$ cat src/rtl/icp_pkg.sv
`timescale 1ns/1ps
package icp_pkg;
  typedef enum logic [2:0] {
    OP_ACK    = 3'd0,
    OP_NSEOI  = 3'd1,
    OP_RNSEOI = 3'd2,
    OP_SEOI   = 3'd3,
    OP_RSEOI  = 3'd4,
    OP_SETPRI = 3'd5,
    OP_POLL   = 3'd6,
    OP_NOP    = 3'd7
  } icp_op_e;
endpackage

$ cat src/rtl/icp_rot_find.sv
`timescale 1ns/1ps
// Rotating find-first: rank of first set bit counting up from off_i, N_LINES if none
module icp_rot_find #(
  parameter int N_LINES = 8,
  localparam int LW = $clog2(N_LINES)
) (
  input  logic [N_LINES-1:0] vec_i,
  input  logic [LW-1:0]      off_i,
  output logic [LW:0]        rank_o
);
  logic [LW-1:0] idx;
  always_comb begin
    rank_o = (LW+1)'(N_LINES);
    idx    = '0;
    for (int i = N_LINES - 1; i >= 0; i--) begin
      idx = off_i + LW'(i);
      if (vec_i[idx]) rank_o = (LW+1)'(i);
    end
  end
endmodule

$ cat src/rtl/icp_ctl_eval.sv
`timescale 1ns/1ps
module icp_ctl_eval #(
  parameter int N_LINES   = 8,
  parameter int CASC_LINE = 2,
  localparam int LW = $clog2(N_LINES)
) (
  input  logic [N_LINES-1:0] irr_i,
  input  logic [N_LINES-1:0] mask_i,
  input  logic [N_LINES-1:0] isr_i,
  input  logic [LW-1:0]      off_i,
  input  logic               excl_casc_i,
  output logic               has_int_o,
  output logic [LW-1:0]      pend_line_o,
  output logic               isr_any_o,
  output logic [LW-1:0]      isr_line_o
);
  logic [N_LINES-1:0] pend, isr_cmp;
  logic [LW:0] pend_rank, cmp_rank, all_rank;

  assign pend = irr_i & ~mask_i;
  always_comb begin
    isr_cmp = isr_i;
    if (excl_casc_i) isr_cmp[CASC_LINE] = 1'b0;
  end

  icp_rot_find #(.N_LINES(N_LINES)) u_pend (.vec_i(pend),    .off_i(off_i), .rank_o(pend_rank));
  icp_rot_find #(.N_LINES(N_LINES)) u_cmp  (.vec_i(isr_cmp), .off_i(off_i), .rank_o(cmp_rank));
  icp_rot_find #(.N_LINES(N_LINES)) u_all  (.vec_i(isr_i),   .off_i(off_i), .rank_o(all_rank));

  // empty pend gives rank N_LINES, never below cmp_rank
  assign has_int_o   = pend_rank < cmp_rank;
  assign pend_line_o = pend_rank[LW-1:0] + off_i;
  assign isr_any_o   = ~all_rank[LW];
  assign isr_line_o  = all_rank[LW-1:0] + off_i;
endmodule

$ cat src/rtl/icp_ctl_regs.sv
`timescale 1ns/1ps
module icp_ctl_regs #(
  parameter int N_LINES = 8,
  localparam int LW = $clog2(N_LINES)
) (
  input  logic               clk_i,
  input  logic               rst_ni,
  input  logic [N_LINES-1:0] req_i,
  input  logic [N_LINES-1:0] irr_set_i,
  input  logic [N_LINES-1:0] irr_clr_i,
  input  logic [N_LINES-1:0] isr_set_i,
  input  logic [N_LINES-1:0] isr_clr_i,
  input  logic               off_we_i,
  input  logic [LW-1:0]      off_d_i,
  output logic [N_LINES-1:0] irr_o,
  output logic [N_LINES-1:0] isr_o,
  output logic [LW-1:0]      off_o
);
  always_ff @(posedge clk_i or negedge rst_ni) begin
    if (!rst_ni) begin
      irr_o <= '0;
      isr_o <= '0;
      off_o <= '0;
    end else begin
      // external pulses win over clears
      irr_o <= ((irr_o | irr_set_i) & ~irr_clr_i) | req_i;
      isr_o <= (isr_o & ~isr_clr_i) | isr_set_i;
      if (off_we_i) off_o <= off_d_i;
    end
  end
endmodule

$ cat src/rtl/icp_cascade_arb.sv
`timescale 1ns/1ps
module icp_cascade_arb
  import icp_pkg::*;
#(
  parameter int N_LINES   = 8,
  parameter int CASC_LINE = 2,
  parameter int VEC_W     = 8,
  localparam int LW = $clog2(N_LINES)
) (
  input  logic                 clk_i,
  input  logic                 rst_ni,
  input  logic [2*N_LINES-1:0] req_i,
  input  logic [2*N_LINES-1:0] mask_i,
  input  logic [VEC_W-1:0]     base_p_i,
  input  logic [VEC_W-1:0]     base_s_i,
  input  logic                 sfnm_i,
  input  logic [1:0]           aeoi_i,
  input  logic [1:0]           rot_aeoi_i,
  input  logic                 cmd_valid_i,
  input  logic [2:0]           cmd_op_i,
  input  logic                 cmd_sel_i,
  input  logic [LW-1:0]        cmd_line_i,
  output logic                 int_o,
  output logic                 rsp_valid_o,
  output logic [VEC_W-1:0]     rsp_data_o,
  output logic [2*N_LINES-1:0] irr_o,
  output logic [2*N_LINES-1:0] isr_o,
  output logic [2*LW-1:0]      offs_o
);
  localparam int NC  = 2;
  localparam int PRI = 0;
  localparam int SEC = 1;

  logic [NC-1:0][N_LINES-1:0] irr_q, isr_q, irr_set, irr_clr, isr_set, isr_clr;
  logic [NC-1:0][LW-1:0]      off_q, off_d, pend_line, isr_line;
  logic [NC-1:0]              off_we, has_int, isr_any;
  logic [VEC_W-1:0]           rsp_d;
  logic                       rsp_en;
  icp_op_e                    op;

  assign op = icp_op_e'(cmd_op_i);

  for (genvar c = 0; c < NC; c++) begin : g_ctl
    icp_ctl_regs #(.N_LINES(N_LINES)) u_regs (
      .clk_i    (clk_i),
      .rst_ni   (rst_ni),
      .req_i    (req_i[c*N_LINES +: N_LINES]),
      .irr_set_i(irr_set[c]),
      .irr_clr_i(irr_clr[c]),
      .isr_set_i(isr_set[c]),
      .isr_clr_i(isr_clr[c]),
      .off_we_i (off_we[c]),
      .off_d_i  (off_d[c]),
      .irr_o    (irr_q[c]),
      .isr_o    (isr_q[c]),
      .off_o    (off_q[c])
    );
    icp_ctl_eval #(.N_LINES(N_LINES), .CASC_LINE(CASC_LINE)) u_eval (
      .irr_i      (irr_q[c]),
      .mask_i     (mask_i[c*N_LINES +: N_LINES]),
      .isr_i      (isr_q[c]),
      .off_i      (off_q[c]),
      .excl_casc_i((c == PRI) ? sfnm_i : 1'b0),
      .has_int_o  (has_int[c]),
      .pend_line_o(pend_line[c]),
      .isr_any_o  (isr_any[c]),
      .isr_line_o (isr_line[c])
    );
  end

  always_comb begin
    irr_set = '0;
    irr_clr = '0;
    isr_set = '0;
    isr_clr = '0;
    off_we  = '0;
    off_d   = '0;
    rsp_d   = '0;
    rsp_en  = 1'b0;
    // cascade relay: secondary interrupt raises primary request on the cascade line
    irr_set[PRI][CASC_LINE] = has_int[SEC];
    if (cmd_valid_i) begin
      unique case (op)
        OP_ACK: begin
          rsp_en = 1'b1;
          if (has_int[PRI]) begin
            irr_clr[PRI][pend_line[PRI]] = 1'b1;
            if (!aeoi_i[PRI]) isr_set[PRI][pend_line[PRI]] = 1'b1;
            else if (rot_aeoi_i[PRI]) begin
              off_we[PRI] = 1'b1;
              off_d[PRI]  = pend_line[PRI] + 1'b1;
            end
            if (pend_line[PRI] == LW'(CASC_LINE)) begin
              if (has_int[SEC]) begin
                irr_clr[SEC][pend_line[SEC]] = 1'b1;
                if (!aeoi_i[SEC]) isr_set[SEC][pend_line[SEC]] = 1'b1;
                else if (rot_aeoi_i[SEC]) begin
                  off_we[SEC] = 1'b1;
                  off_d[SEC]  = pend_line[SEC] + 1'b1;
                end
                rsp_d = base_s_i + VEC_W'(pend_line[SEC]);
              end else begin
                rsp_d = base_s_i + VEC_W'(N_LINES - 1);
              end
            end else begin
              rsp_d = base_p_i + VEC_W'(pend_line[PRI]);
            end
          end else begin
            rsp_d = base_p_i + VEC_W'(N_LINES - 1);
          end
        end
        OP_NSEOI, OP_RNSEOI: begin
          if (isr_any[cmd_sel_i]) begin
            isr_clr[cmd_sel_i][isr_line[cmd_sel_i]] = 1'b1;
            if (op == OP_RNSEOI) begin
              off_we[cmd_sel_i] = 1'b1;
              off_d[cmd_sel_i]  = isr_line[cmd_sel_i] + 1'b1;
            end
          end
        end
        OP_SEOI: isr_clr[cmd_sel_i][cmd_line_i] = 1'b1;
        OP_RSEOI: begin
          isr_clr[cmd_sel_i][cmd_line_i] = 1'b1;
          off_we[cmd_sel_i] = 1'b1;
          off_d[cmd_sel_i]  = cmd_line_i + 1'b1;
        end
        OP_SETPRI: begin
          off_we[cmd_sel_i] = 1'b1;
          off_d[cmd_sel_i]  = cmd_line_i + 1'b1;
        end
        OP_POLL: begin
          rsp_en = 1'b1;
          if (has_int[cmd_sel_i]) begin
            irr_clr[cmd_sel_i][pend_line[cmd_sel_i]] = 1'b1;
            isr_clr[cmd_sel_i][pend_line[cmd_sel_i]] = 1'b1;
            if (cmd_sel_i) begin
              irr_clr[PRI][CASC_LINE] = 1'b1;
              isr_clr[PRI][CASC_LINE] = 1'b1;
            end
            rsp_d = VEC_W'(pend_line[cmd_sel_i]);
          end else begin
            rsp_d = VEC_W'(N_LINES - 1);
          end
        end
        default: ;
      endcase
    end
  end

  always_ff @(posedge clk_i or negedge rst_ni) begin
    if (!rst_ni) begin
      rsp_valid_o <= 1'b0;
      rsp_data_o  <= '0;
    end else begin
      rsp_valid_o <= rsp_en;
      if (rsp_en) rsp_data_o <= rsp_d;
    end
  end

  assign int_o  = has_int[PRI];
  assign irr_o  = irr_q;
  assign isr_o  = isr_q;
  assign offs_o = off_q;
endmodule

$ cat config.mk
export PLATFORM = sky130hd
export DESIGN_NAME = icp_cascade_arb
export DESIGN_NICKNAME = d
export VERILOG_FILES = /design/src/rtl/icp_pkg.sv /design/src/rtl/icp_rot_find.sv /design/src/rtl/icp_ctl_eval.sv /design/src/rtl/icp_ctl_regs.sv /design/src/rtl/icp_cascade_arb.sv
export SDC_FILE = /design/constraint.sdc
export NUM_CORES = 1
export LEC_CHECK = 0
export ABC_AREA = 1
export BUFFER_PORTS_ARGS = -buffer_cell sky130_fd_sc_hd__buf_2
export CORE_AREA = 4 4 118 120
export DETAILED_ROUTE_END_ITERATION = 10
export DIE_AREA = 0 0 122 124
export PLACE_DENSITY = 0.76
export SLEW_MARGIN = 5
export SYNTH_ARGS = -nofsm -noshare
export SYNTH_HDL_FRONTEND = slang
export SYNTH_SLANG_ARGS = --single-unit
$ cat constraint.sdc
create_clock -name clk_i -period 5.7 [get_ports clk_i]
set_input_delay 0.57 -clock clk_i [delete_from_list [all_inputs] [get_ports clk_i]]
set_output_delay 0.57 -clock clk_i [all_outputs]
set_load 0.02 [all_outputs]
==> results.json <==
{
  "synth_area_sq_um": 6350,
  "grt_setup_unrepaired": "no",
  "clock-root-buffer": "clkbuf_16",
  "ys.flop_type": "dfrtp_1",
  "grt_start_max_net_pins": 48,
  "first_iter_violations": 618,
  "synth_area_leaders": "nand2_1, dfrtp_1, nand3_1",
  "first_global_vias": 6540,
  "synth-async-reset-ratio": 1.00,
  "ios": 111,
  "clockBufferDepth": 2,
  "clkSlewWorstSetupHoldPaths_ns": 0.07,
  "ys_types": 47,
  "hold_viol_final": 0,
  "drive_above_1_share": 0.144,
  "synth_adder_area_share": 0.0702,
  "reg2reg_depth": 27,
  "period_share": 0.890,
  "synth_seq_area_share": 0.185,
  "netlist_instances": 1101,
  "path_delay_family": "simple AND/OR/NAND/NOR gates",
  "cp.depth": 27,
  "synth_top_family_by_area": "simple AND/OR/NAND/NOR gates",
  "antenna_found_initial": 1,
  "crit_arrival_ns": 5.25,
  "grt_util_all_layers": 0.252,
  "gp_congestion": 0.983,
  "yosys.area.top_type": "nand2_1",
  "num_vias": 7329,
  "grt_overflow": 0,
  "status": "finished, final reports clean",
  "syn_area_per_cell_sq_um": 5.77,
  "worst_pin_slew_ns": 1.10,
  "via_per_inst": 5.35,
  "fin_skew_ns": 0.00954,
  "die_y_um": 124,
  "placed_area_sq_um": 6940,
  "postLayoutCellArea_sq_um": 7090,
  "numCtsBuffers": 5,
  "synth-simple-area-share": 0.503,
  "synth_compound_area_frac": 0.0782,
  "synth.ff_latch_count": 47,
  "dp_hpwl_um": 15600,
  "cts_setup_buffers": 0,
  "hold_path.class": "input port to flip-flop",
  "coreArea_sq_um": 13000,
  "startpoint_type": "flip-flop",
  "h-tree-depth": 2,
  "hold_depth": 3,
  "postRouteAntennaNets": 0,
  "setup_viol": 0,
  "drv_cap": 0,
  "synth-xor-area-share": 0.0451,
  "criticalPathCategory": "flip-flop to flip-flop",
  "firstDrtPassIters": 5,
  "critPathBufInv": 3,
  "cp_slowest_cell": "dfrtp_1",
  "die_x_um": 122,
  "synthMuxAreaShare": 0.00177,
  "tritoncts": "built",
  "tns_ns": 0,
  "wl_per_cell_um": 14.1,
  "n_fill_cell": 1385,
  "initial_core_util": 0.489,
  "numClockSinks": 47,
  "max_stage_delay_ns": 0.66,
  "cpMostUsedCell": "nand2_1",
  "fmax_mhz": 197,
  "fin_crit_ns": 5.07,
  "worstSkewPairLatency_ns": 0.30,
  "yosysWarnings": 0,
  "drv_slew": 0,
  "endpoint_kind": "flip-flop",
  "port_buffers": 110,
  "synth_top_area_share": 0.248,
  "nets": 1287,
  "max_slew_margin": 0.268,
  "drc": 0,
  "synth_nets": 1196,
  "worstPathRequired_ns": 5.88,
  "drt_wl_total_um": 19300,
  "area_delta_synth_final_pct": 11.7,
  "fp-row-count": 42,
  "grt_pass1_wl_um": 30800,
  "dieArea_sq_um": 15100,
  "cp_max_fo": 15,
  "synth_edf_count": 0
}
-- cell usage in the layout (no fill, tap or decap), types with 2 or more instances in the layout --
cell type | netlist | final
o211ai_1 | 7 | 7
a21oi_1 | 11 | 11
xnor2_1 | 11 | 11
buf_2 | 9 | 110
clkinv_1 | 2 | 2
buf_4 | 6 | 4
o31ai_1 | 2 | 2
inv_1 | 121 | 121
nor3_1 | 14 | 14
o21ai_1 | 8 | 8
nor2_2 | 6 | 6
a31oi_1 | 4 | 4
xnor2_2 | 2 | 2
xor2_1 | 13 | 13
nand3b_1 | 4 | 4
nor2_1 | 80 | 80
o21bai_1 | 4 | 4
nand3_1 | 183 | 183
clkbuf_16 | 0 | 5
nor4_1 | 2 | 2
nand2_1 | 420 | 420
fa_1 | 6 | 6
ha_1 | 26 | 26
inv_2 | 13 | 13
nand2_2 | 6 | 6
o21ai_0 | 33 | 33
dfrtp_1 | 47 | 46
nor3_4 | 3 | 3
or2_2 | 5 | 5
o21a_1 | 5 | 5
nand4_1 | 15 | 15
inv_4 | 2 | 2
o22ai_1 | 3 | 3
-- final cells by class --
type | count | area [sq um] | share of cell area
diodes | 1 | 2.50 | 0.000353
flip-flops and latches | 47 | 1180 | 0.166
multi-input cells | 886 | 4440 | 0.625
clock inverters | 2 | 16.3 | 0.00229
inverters | 138 | 523 | 0.0737
clock buffers | 6 | 139 | 0.0196
repair buffers | 114 | 581 | 0.0818
well taps | 176 | 220 | 0.0310
-- state kept, by name, indices dropped and copies added (netlist names) --
register and count:
rsp_data_o 8, rsp_valid_o 1, g_ctl.u_regs.irr_o 16, g_ctl.u_regs.off_o 6, g_ctl.u_regs.isr_o 16
-- per-stage QoR --
step           hold WS, ns  instances   util  setup WS (ns)
5_1_grt              0.465       1370  0.547          0.109
4_1_cts              0.457       1369  0.546          0.444
6_report             0.457       1370  0.547          0.628
3_3_place_gp         0.462       1361  0.534          0.524
2_1_floorplan        0.274       1101      -           1.12
3_5_place_dp         0.461       1361  0.534          0.452
-- worst paths after layout --
| check | start | endpoint | slack, ns |
|---|---|---|---|
| setup / recovery | g_ctl[0].u_regs.off_o[1] | rsp_data_o[7] | 0.63 |
| hold / removal | req_i[14] | g_ctl[1].u_regs.irr_o[6] | 0.46 |
| setup reg to reg | g_ctl[0].u_regs.off_o[1] | rsp_data_o[7] | 0.63 |
| hold reg to reg | rsp_data_o[3] | rsp_data_o[3] | 0.48 |
| max in group asynchronous | rst_ni | g_ctl[1].u_regs.off_o[1] | 4.47 |
| min in group asynchronous | rst_ni | g_ctl[0].u_regs.irr_o[5] | 0.48 |
-- kinds of logic after synthesis --
| family | count (synthesis) |
|---|---|
| XOR/XNOR | 28 |
| flip-flops | 47 |
| AO/OA/AOI/OAI | 83 |
| multiplexers | 1 |
| adder cells (fa/ha/maj) | 32 |
| AND/OR/NAND/NOR | 742 |
| buffers and inverters | 168 |
-- synth_stat cells (5+ instances only) --
library cell	n
o21ai_1	8
clkbuf_1	6
xor2_1	13
o21a_1	5
nand3_1	183
inv_2	13
fa_1	6
nand4_1	15
nand2_2	6
o21ai_0	33
o211ai_1	7
xnor2_1	11
buf_2	9
a21oi_1	11
buf_6	9
dfrtp_1	47
inv_1	121
buf_4	6
ha_1	26
nand2_1	420
or2_2	5
nor2_2	6
nor2_1	80
nor3_1	14
-- tightest hold or removal path, stage by stage --
cell and delay, ns:
buf_2 0.07, inv_1 0.03, nand2_1 0.05
-- layer usage --
layer  global-route usage  up-vias  routed length [um]
met5                    0        -                   0
met4               0.0798        0                 500
met3               0.0263       38                1110
met2                0.409      230                8910
met1                0.353     3348                8730
li1                     -     3713                   -
-- repair_timing --
item,4_1_cts,5_1_grt
resized for setup,0,1
setup endpoints to repair,0,1
hold buffers,0,0
Power is not shown: default switching activity piles up to over one toggle a cycle in this logic, so the estimate is an artifact.
